$ cat config.mk
export PLATFORM = sky130hd
export DESIGN_NAME = keyed_watchdog
export DESIGN_NICKNAME = d
export VERILOG_FILES = /design/src/rtl/wdog_pkg.sv /design/src/rtl/wdog_prescaler.sv /design/src/rtl/wdog_keycheck.sv /design/src/rtl/wdog_counter.sv /design/src/rtl/keyed_watchdog.sv
export SDC_FILE = /design/constraint.sdc
export NUM_CORES = 1
export LEC_CHECK = 0
export BUFFER_PORTS_ARGS = -buffer_cell sky130_fd_sc_hd__buf_2
export CAP_MARGIN = 20
export CORE_MARGIN = 2
export CORE_UTILIZATION = 30
export CTS_CLUSTER_SIZE = 40
export DETAILED_ROUTE_END_ITERATION = 8
export PLACE_DENSITY = 0.54
export SYNTH_ARGS = -nofsm -noshare
export SYNTH_HDL_FRONTEND = slang
export SYNTH_HIERARCHICAL = 1
export SYNTH_SLANG_ARGS = --single-unit
$ cat constraint.sdc
create_clock -name clk -period 3.3 [get_ports clk]
set_input_delay 0.33 -clock clk [delete_from_list [all_inputs] [get_ports clk]]
set_output_delay 0.33 -clock clk [all_outputs]
set_load 0.05 [all_outputs]
$ cat src/rtl/wdog_pkg.sv
package wdog_pkg;
  typedef enum logic {
    CMD_STOP  = 1'b0,
    CMD_START = 1'b1
  } wd_cmd_e;
endpackage

$ cat src/rtl/wdog_prescaler.sv
module wdog_prescaler #(
  parameter int PRE_W = 17
) (
  input  logic             clk,
  input  logic             rst,
  input  logic             clr,
  input  logic             en,
  output logic             tick,
  output logic [PRE_W-1:0] pre_q
);
  localparam logic [PRE_W-1:0] PRE_MAX = {PRE_W{1'b1}};

  assign tick = en && (pre_q == PRE_MAX);

  always_ff @(posedge clk) begin
    if (rst || clr) pre_q <= '0;
    else if (en)    pre_q <= pre_q + 1'b1;
  end
endmodule

$ cat src/rtl/wdog_keycheck.sv
module wdog_keycheck #(
  parameter int KEY_W = 7
) (
  input  logic             clk,
  input  logic             rst,
  input  logic             wr_en,
  input  logic [KEY_W-1:0] wr_key,
  output logic             accept,
  output logic [KEY_W-1:0] key_q,
  output logic             key_vld
);
  logic [KEY_W-1:0] want_key;

  assign want_key = ~key_q;
  assign accept   = wr_en && (!key_vld || (wr_key == want_key));

  always_ff @(posedge clk) begin
    if (rst) begin
      key_q   <= '0;
      key_vld <= 1'b0;
    end else if (accept) begin
      key_q   <= wr_key;
      key_vld <= 1'b1;
    end
  end
endmodule

$ cat src/rtl/wdog_counter.sv
module wdog_counter
  import wdog_pkg::*;
#(
  parameter int CNT_W = 8
) (
  input  logic             clk,
  input  logic             rst,
  input  logic             accept,
  input  logic             cmd,
  input  logic [CNT_W-1:0] load_val,
  input  logic             tick,
  output logic             run_q,
  output logic             nmi_req,
  output logic             rst_req
);
  localparam logic [CNT_W-1:0] ONE = CNT_W'(1);

  logic [CNT_W-1:0] cnt_q, n_cnt;
  logic             n_run, expire;

  always_comb begin
    n_run  = run_q;
    n_cnt  = cnt_q;
    expire = 1'b0;
    if (accept) begin
      if (wd_cmd_e'(cmd) == CMD_START) begin
        n_run = 1'b1;
        n_cnt = load_val;
      end else begin
        n_run = 1'b0;
      end
    end else if (tick) begin
      if (cnt_q <= ONE) begin
        n_cnt  = '0;
        n_run  = 1'b0;
        expire = 1'b1;
      end else begin
        n_cnt = cnt_q - ONE;
      end
    end
  end

  always_ff @(posedge clk) begin
    if (rst) begin
      run_q   <= 1'b0;
      cnt_q   <= '0;
      nmi_req <= 1'b0;
      rst_req <= 1'b0;
    end else begin
      run_q   <= n_run;
      cnt_q   <= n_cnt;
      nmi_req <= n_run && (n_cnt == ONE);
      rst_req <= expire;
    end
  end
endmodule

$ cat src/rtl/keyed_watchdog.sv
module keyed_watchdog #(
  parameter int CNT_W = 8,
  parameter int KEY_W = 7,
  parameter int PRE_W = 17
) (
  input  logic             clk,
  input  logic             rst,
  input  logic             wr_en,
  input  logic             wr_cmd,
  input  logic [CNT_W-1:0] wr_count,
  input  logic [KEY_W-1:0] wr_key,
  output logic             nmi_req,
  output logic             rst_req
);
  logic             accept, key_vld, run_q, tick, pre_clr;
  logic [KEY_W-1:0] key_q;
  logic [PRE_W-1:0] pre_q;

  assign pre_clr = accept && wr_cmd;

  wdog_keycheck #(.KEY_W(KEY_W)) u_key (
    .clk(clk), .rst(rst), .wr_en(wr_en), .wr_key(wr_key),
    .accept(accept), .key_q(key_q), .key_vld(key_vld)
  );

  wdog_prescaler #(.PRE_W(PRE_W)) u_pre (
    .clk(clk), .rst(rst), .clr(pre_clr), .en(run_q),
    .tick(tick), .pre_q(pre_q)
  );

  wdog_counter #(.CNT_W(CNT_W)) u_cnt (
    .clk(clk), .rst(rst), .accept(accept), .cmd(wr_cmd),
    .load_val(wr_count), .tick(tick), .run_q(run_q),
    .nmi_req(nmi_req), .rst_req(rst_req)
  );
endmodule

* Word-level counts from Yosys, hierarchy flattened *
Cells that the tools add are included.
Widths: inputs -> output; s select.

word-level totals
  bits in registers = 36
  logic and storage cells = 32

operators by class
  $add $sub $neg = 2
  order comparisons = 1
  equality and inequality tests = 3
  muxes and demuxes = 9
  bitwise operators = 2
  reductions and logical operators = 8

operator list
  kind                   number
  $mux 8                 4
  $add 17x1->17 const B  1
  $eq 17x17->1 const B   1
  $eq 8x1->1 const B     1
  $le 8x1->1 const B     1
  $sub 8x1->8 const B    1
  $eq 7x7->1             1
  $not 7->7              1
  $mux 1                 5
  $logic_and 1x1->1      4
  $reduce_or 3->1        1
  $logic_or 1x1->1       2
  $logic_not 1->1        1
  $not 1->1              1

* Longest topological paths before layout *
Gate-level depths: netlist of the first run.

  word-level depth = 7
  depth in mapped cells = 11
  depth with buffers taken out = 10

* By module *
The synthesis of the first run kept the hierarchy.

by module, submodules not included
  module          times used  cells an instance  area an instance (µm²)  seq. area each (µm²)
  wdog_prescaler  1           90                 794.5                   340.3
  wdog_counter    1           89                 749.5                   220.2
  wdog_keycheck   1           44                 435.4                   160.2
  keyed_watchdog  1           1                  6.3                     0.0

* Least setup slack after synthesis of the first run *
Ideal clock, no wire load.

  path kind = register -> register
  from = reg u_pre.pre_q[7]
  to = reg u_cnt.nmi_req
  arrival time = 2.979 ns
  required time = 3.212 ns
  setup slack = 0.233 ns
  cell stages (with the launch flop) = 11
  period minus slack after synthesis = 3.067 ns
  path through = dfxtp_1 nand4_2 or3_2 nor3_1 ha_1 and2_1 or3b_4 nor4_4 nor2_1 or4_4 nor4_2

on the way
  longest elaborated chain between the ends = 6

RTL lines
  item                    RTL line              RTL
  from (decl)             wdog_prescaler.sv:9   output logic [PRE_W-1:0] pre_q
  from (signal assigned)  wdog_prescaler.sv:17  else if (en) pre_q <= pre_q + 1'b1;
  $eq 17x17->1 (*)        wdog_prescaler.sv:13  assign tick = en && (pre_q == PRE_MAX);
  $logic_and 1x1->1 (*)   wdog_prescaler.sv:13
  via tick                keyed_watchdog.sv:15  logic accept, key_vld, run_q, tick, pre_clr;
  $mux 8                  wdog_counter.sv:32    end else if (tick) begin
  $mux 8                  wdog_counter.sv:25    if (accept) begin
  $eq 8x1->1              wdog_counter.sv:52    nmi_req <= n_run && (n_cnt == ONE);
  $logic_and 1x1->1 (*)   wdog_counter.sv:52
  to (signal assigned)    wdog_counter.sv:52
  to (decl)               wdog_counter.sv:13    output logic nmi_req,

Mark *: on every way through the listed nets, which the timed path passes. The rest lies on a longest branch.
A chain may end at the register's enable or synchronous reset.

* Final worst setup path of the first run *
  from = reg u_pre.pre_q[9]
  to = reg u_cnt.nmi_req

The elaborated chain is that of the path after synthesis.

==> results of run 1 <==
==> logic make-up (layout without fill, tap and decap cells) <==
kind of cell / after synthesis / after routing
AO/OA/AOI/OAI: 30 / 30
XOR/XNOR: 17 / 17
adder cells (fa/ha/maj): 4 / 4
buffers and inverters: 19 / 42
flip-flops: 36 / 36
multiplexers: 14 / 14
AND/OR/NAND/NOR: 104 / 104
==> worst max path at each step <==
stage	start	to	slack, ps	cells past startpoint
after floorplan	u_pre/pre_q[7]	u_cnt/nmi_req	230	10
final	u_pre/pre_q[9]	u_cnt/nmi_req	240	10
after global routing	u_pre/pre_q[12]	u_cnt/nmi_req	40	10
after detailed placement	u_pre/pre_q[7]	u_cnt/nmi_req	210	10
after global placement	u_pre/pre_q[7]	u_cnt/nmi_req	230	10
after CTS	u_pre/pre_q[6]	u_cnt/nmi_req	180	10
==> layout by cell type, fill, tap and decap left out, drive strengths merged, types with 2 or more instances in the layout <==
master,n
a211oi,2
a21oi,6
and2,3
buf,26
clkbuf,7
dfxtp,36
ha,4
inv,9
mux2i,13
nand2,14
nand2b,12
nand3,6
nand4,6
nor2,23
nor2b,3
nor3,10
nor4,3
nor4b,2
nor4bb,2
o211ai,2
o21ai,7
o22ai,2
o31ai,2
or2b,4
or3,8
or4,3
xnor2,7
xor2,10
==> timing repair <==
item | 4_1_cts | 5_1_grt
endpoints found under the setup margin | 0 | 1
resized for setup | 0 | 3
endpoints found under the hold margin | 0 | 0
==> sequential cells by signal, indices dropped and copies added (netlist names) <==
register / cells
u_cnt/cnt_q: 8
u_cnt/nmi_req: 1
u_cnt/rst_req: 1
u_cnt/run_q: 1
u_key/key_q: 7
u_key/key_vld: 1
u_pre/pre_q: 17
==> cells in the mapped netlist (2+ instances only) <==
master	n
o211ai_1	2
and2_1	3
nor4bb_1	2
xnor2_1	7
nand2_1	14
mux2i_1	13
nor2b_1	3
a211oi_1	2
ha_1	4
nand4_2	2
o31ai_1	2
clkbuf_1	6
dfxtp_1	36
nand4_1	4
xor2_1	10
inv_1	9
buf_6	2
nor3_1	10
or2b_1	4
or3_1	7
or4_4	2
o21ai_0	7
nand3_1	5
a21oi_1	6
nor2_1	23
nand2b_1	12
==> critical path, delay by kind of cell, from the launching register on <==
kind                     cells  cell delay, ps
AND/OR/NAND/NOR              9            2410
flip-flops                   1             360
adder cells (fa/ha/maj)      1             180
==> power breakdown <==
| part | total [µW] | switching (µW) | internal, µW |
|---|---|---|---|
| logic | 103 | 56.1 | 46.6 |
| clock network | 333 | 147 | 186 |
| registers | 460 | 12.8 | 447 |
| total | 895 | 216 | 679 |
==> area by class of cell <==
class | count | share of cell area [%]
Clock buffer | 7 | 4.24
Inverter | 9 | 1.49
Multi-Input combinational cell | 169 | 51.7
Sequential cell | 36 | 31.9
Tap cell | 77 | 4.24
Timing Repair Buffer | 26 | 6.39
==> routing by layer <==
layer,global-route usage (%),up-vias,part of all wire [%]
met5,0,-,0
met4,4.62,0,1.3
met3,2.92,6,3.1
met2,19.5,24,46
met1,15.1,747,49
li1,-,833,-
==> per-stage QoR <==
step                      cells  hold WS (ps)  power, µW  utilization (%)  cell area, µm²
after CTS                   324           289        916             35.5            2270
after global routing        324           327        948             35.5            2270
after floorplan             224           446        546                -            1990
after detailed placement    317           482        573             34.0            2170
after global placement      317           471        573             34.0            2170
final                       324           292        895             35.5            2270
==> results.toml, run 1 <==
[run_status]
status = "completed"

[grt]
grt_max_degree = 30
grt_pass1_wl_mm = 7.07
grtUsageTotal_pct = 11.9
antenna_found_initial = 0
grt.overflow.total = 0
grt_pass1_vias = 1612

[floorplan]
io_pins = 21
initial_utilization_pct = 31.1
die_w_um = 85.4
die_y_um = 85.4
rows = 29
core_area_um2 = 6390
die-area_um2 = 7290

[cts]
clk_pin_slew_worst_paths_ps = 70
cts_tree = "done"
clockBufferDepth = 2
cts.sink_count = 36
holdBufCountCts = 0
cts_root_buffer = "clkbuf_8"
cts_setup_buffers = 0
insertion_delay_ps = 280
cts_buffers = 5
cts_htree_levels = 2

[detailed_routing]
route.detailed.drc = 0
vias = 1610
wl_per_cell_um = 12.1
drtAntennaViolNets = 0
first_pass_iters = 4
drt-total-wl_mm = 3.93
via_per_inst = 4.97
drt-initial-drc-count = 58

[yosys]
ys.flop_type = "dfxtp_1"
synthDistinctLibCells = 53
ys_ff_latch = 36
netlist_instances = 224
synth-seq-area-share_pct = 36.3
synth.area.top_cells = "dfxtp_1, mux2i_1, xor2_1, nor2_1, nand2b_1"
synth-adder-area-share_pct = 2.52
synth_enable_flop_cells = 0
synth_simple_gate_area_share_pct = 31.6
synth_top_area_share_pct = 36.3
syn-num-nets = 247
synth_warnings = 6
synth_compound_area_share_pct = 10.3
synth_top_family_by_area = "simple AND/OR/NAND/NOR gates"
synth_area_um2 = 1990
muxShareOfSynthArea_pct = 7.12
yosysTopAreaCell = "dfxtp_1"
synthXorXnorAreaFrac_pct = 7.50
synthArstFlopShare_pct = 0
synth_area_per_cell_um2 = 8.86

[placed_design]
hpwl_mm = 2.85
io_buffers = 20
place_congestion = 0.757
dp_slack_ps = 211

[sta]
fin_tns_setup_ps = 0
skew_ps = 6.34
fin_crit_ps = 3060
fmax_ghz = 0.327
setup_ws_ps = 245
fin_crit_sh_pct = 92.6
max_slew_margin_pct = 67.7
rsz0062_at_grt = "no"
setup_violations = 0
hold_viol_final = 0
worstMarginPinSlew_ps = 483
slew_violations = 0

[power_and_ir_drop]
p_leak_uw = 0.000867
power.density_nw_per_um2 = 394
ir_drop_mv = 0.196

[critical_path]
cp_cell_sequence = "nand4_2 -> or3_2 -> nor3_1 -> ha_1 -> and2_1 -> or3b_4 -> nor4_4 -> nor2_1 -> or4_4 -> nor4_2"
timing.rr.start = "u_pre/pre_q[9]"
critPathMaxFanout = 4
reg2reg_depth = 10
crit_required_ps = 3500
cp.arrival_ps = 3250
worst_path_max_delay_cell = "or4_4"
r2r_end = "u_cnt/nmi_req"
crit_path_start_kind = "flop"
critPathKind = "flop to flop"
worst_setup_path_end_kind = "flop"
slowest_delay_ps = 510
reg2reg_slack_ps = 240

[final_layout]
multiInputGateArea_um2 = 1170
seqCellArea_um2 = 724
diodes = 0
syn_to_final_growth_pct = 14.3
nets = 270
drive_above_1_share_pct = 19.8
fillers = 672

[hold_path]
holdPathEnd = "u_key/key_vld"
hp-class = "input pin to flop"
hp-start = "wr_en"
hold_depth = 3

[job]
max-cap-violations = 0
Power figures use the tool's default switching activity.
==> inputs of run 2 (changes only) <==
--- a/config.mk
+++ b/config.mk
@@ -8,10 +8,10 @@
 export BUFFER_PORTS_ARGS = -buffer_cell sky130_fd_sc_hd__buf_2
 export CAP_MARGIN = 20
 export CORE_MARGIN = 2
-export CORE_UTILIZATION = 30
+export CORE_UTILIZATION = 58
 export CTS_CLUSTER_SIZE = 40
 export DETAILED_ROUTE_END_ITERATION = 8
-export PLACE_DENSITY = 0.54
+export PLACE_DENSITY = 0.85
 export SYNTH_ARGS = -nofsm -noshare
 export SYNTH_HDL_FRONTEND = slang
 export SYNTH_HIERARCHICAL = 1
==> constraint.sdc (replaced) <==
create_clock -name clk -period 3.07 [get_ports clk]
set_input_delay 0.307 -clock clk [delete_from_list [all_inputs] [get_ports clk]]
set_output_delay 0.307 -clock clk [all_outputs]
set_load 0.05 [all_outputs]
==> run 2 against run 1 <==
Clock-buffer cell count stayed put. Final cell count is 8.0% lower. Register-to-register slack worse by 140 ps. Hold slack worse by 73 ps. Wire length is 2.1% higher. Worst setup slack worse by 140 ps. Power is 0.91% lower. Global-route usage is 9.5 points higher. Sequential cell count stayed put. Utilization is 33 points higher. Cell area is 0.17% lower.
==> results.toml, run 2 (synthesis results as in run 1) <==
[sta]
hold_slack_ps = 219
slew_violations = 0
max_slew_margin_pct = 58.3
worstMarginPinSlew_ps = 625
fin_crit_ps = 2970
skew_ps = 6.80
fin_crit_sh_pct = 96.7
fmax_ghz = 0.337
hold_viol_final = 0
setup_violations = 0
fin_tns_setup_ps = 0

[hold_path]
hp-start = "wr_en"
hp-class = "input pin to flop"

[final_layout]
fillers = 291
final_common_cell = "dfxtp_1"
largest_reg_flops = 17
top_register = "u_pre/pre_q"
syn_to_final_growth_pct = 14.1
design_area_um2 = 2270
diodes = 0
nets = 275
final_util_pct = 68.4
layout_common_cells = "dfxtp_1, nor2_1, buf_2"
drive_above_1_share_pct = 23.4
reg_top3 = "u_pre/pre_q x17, u_cnt/cnt_q x8, u_key/key_q x7"

[cts]
insertion_delay_ps = 340
cts_root_buffer = "clkbuf_4"
clk_pin_slew_worst_paths_ps = 110
cts.sink_count = 36
clockBufferDepth = 2
cts_buffers = 5
cts_tree = "done"
holdBufCountCts = 0
cts_htree_levels = 2

[floorplan]
die-area_um2 = 3910
die_w_um = 62.5
io_pins = 21
die_y_um = 62.5
rows = 21
initial_utilization_pct = 60.0
core_area_um2 = 3310

[placed_design]
place_congestion = 0.957
post_dp_cell_area_um2 = 2160
hpwl_mm = 2.75
io_buffers = 20

[critical_path]
worst_setup_path_end_kind = "flop"
timing.rr.start = "u_pre/pre_q[6]"
critPathKind = "flop to flop"
crit_required_ps = 3320
cp-startpoint = "u_pre/pre_q[6]"
critPathMaxFanout = 4
cp.arrival_ps = 3220
crit_path_start_kind = "flop"

[grt]
grt_pass1_vias = 1594
antenna_found_initial = 0
grtUsageTotal_pct = 21.4
grt.overflow.total = 0
grt_max_degree = 30
grt_pass1_wl_mm = 6.78

[detailed_routing]
drt-initial-drc-count = 61
wl_per_cell_um = 13.5
drt-total-wl_mm = 4.01
via_per_inst = 5.58
drtAntennaViolNets = 0
first_pass_iters = 4
vias = 1663
route.detailed.drc = 0

[power_and_ir_drop]
p_leak_uw = 0.000891
ir_drop_mv = 0.288
p_total_uw = 887
power.density_nw_per_um2 = 391

[run_status]
status = "completed"

[job]
max-cap-violations = 0
## run 2: cell types whose count changed in the layout (fill, tap and decap cells not counted), sizes merged
cell,before,now
buf,26,31
## run 2: worst max-delay path, stage by stage (launching register included)
cell	delay, ps
dfxtp_1	390
nand4_4	110
or3_2	480
nor3_2	130
ha_2	180
and2_1	140
or3b_4	420
nor4b_4	320
mux2i_1	140
or4_4	430
nor4_2	140
## run 2: final cells by class
cell class                 instances  area, µm²  area share [%]
timing repair buffer              31        183            8.06
clock buffer                       7       65.1            2.87
multi-input combinational        169       1200            52.9
tap                               46       57.6            2.54
sequential                        36        728            32.1
inverter                           9       33.8            1.49
## run 2: stage by stage
step / std cells / setup WS, ps
finish: 298 / 102
global route: 298 / -34.9
CTS: 297 / 4.30
detailed placement: 290 / -12.1
global placement: 290 / 101
floorplan: 224 / 2.97
## run 2: final timing paths
kind | to | slack (ps) | depth (start not counted)
max reg2reg | u_cnt/nmi_req | 100 | 10
max | u_cnt/nmi_req | 100 | 10
min reg2reg | u_key/key_q[4] | 500 | 2
min | u_key/key_vld | 220 | 3
## run 2: routing by layer
metal / share of wire, % / global-route usage (%) / wire length [µm]
met5: 0 / 0 / 0
met4: 1.6 / 7.50 / 63
met3: 4.6 / 5.05 / 186
met2: 50 / 38.7 / 2010
met1: 44 / 24.5 / 1760
## run 2: where the power goes
part,internal (µW),switching [µW],total [µW]
Combinational,50.4,64.0,114
Sequential,480,11.6,492
Clock,130,151,281
## run 2: repair_timing
item                                    CTS  global route
endpoints found under the setup margin    1             1
gates resized for setup                   1             9
buffers inserted                          0             1
pin swaps                                 0             4
gates cloned                              0             0
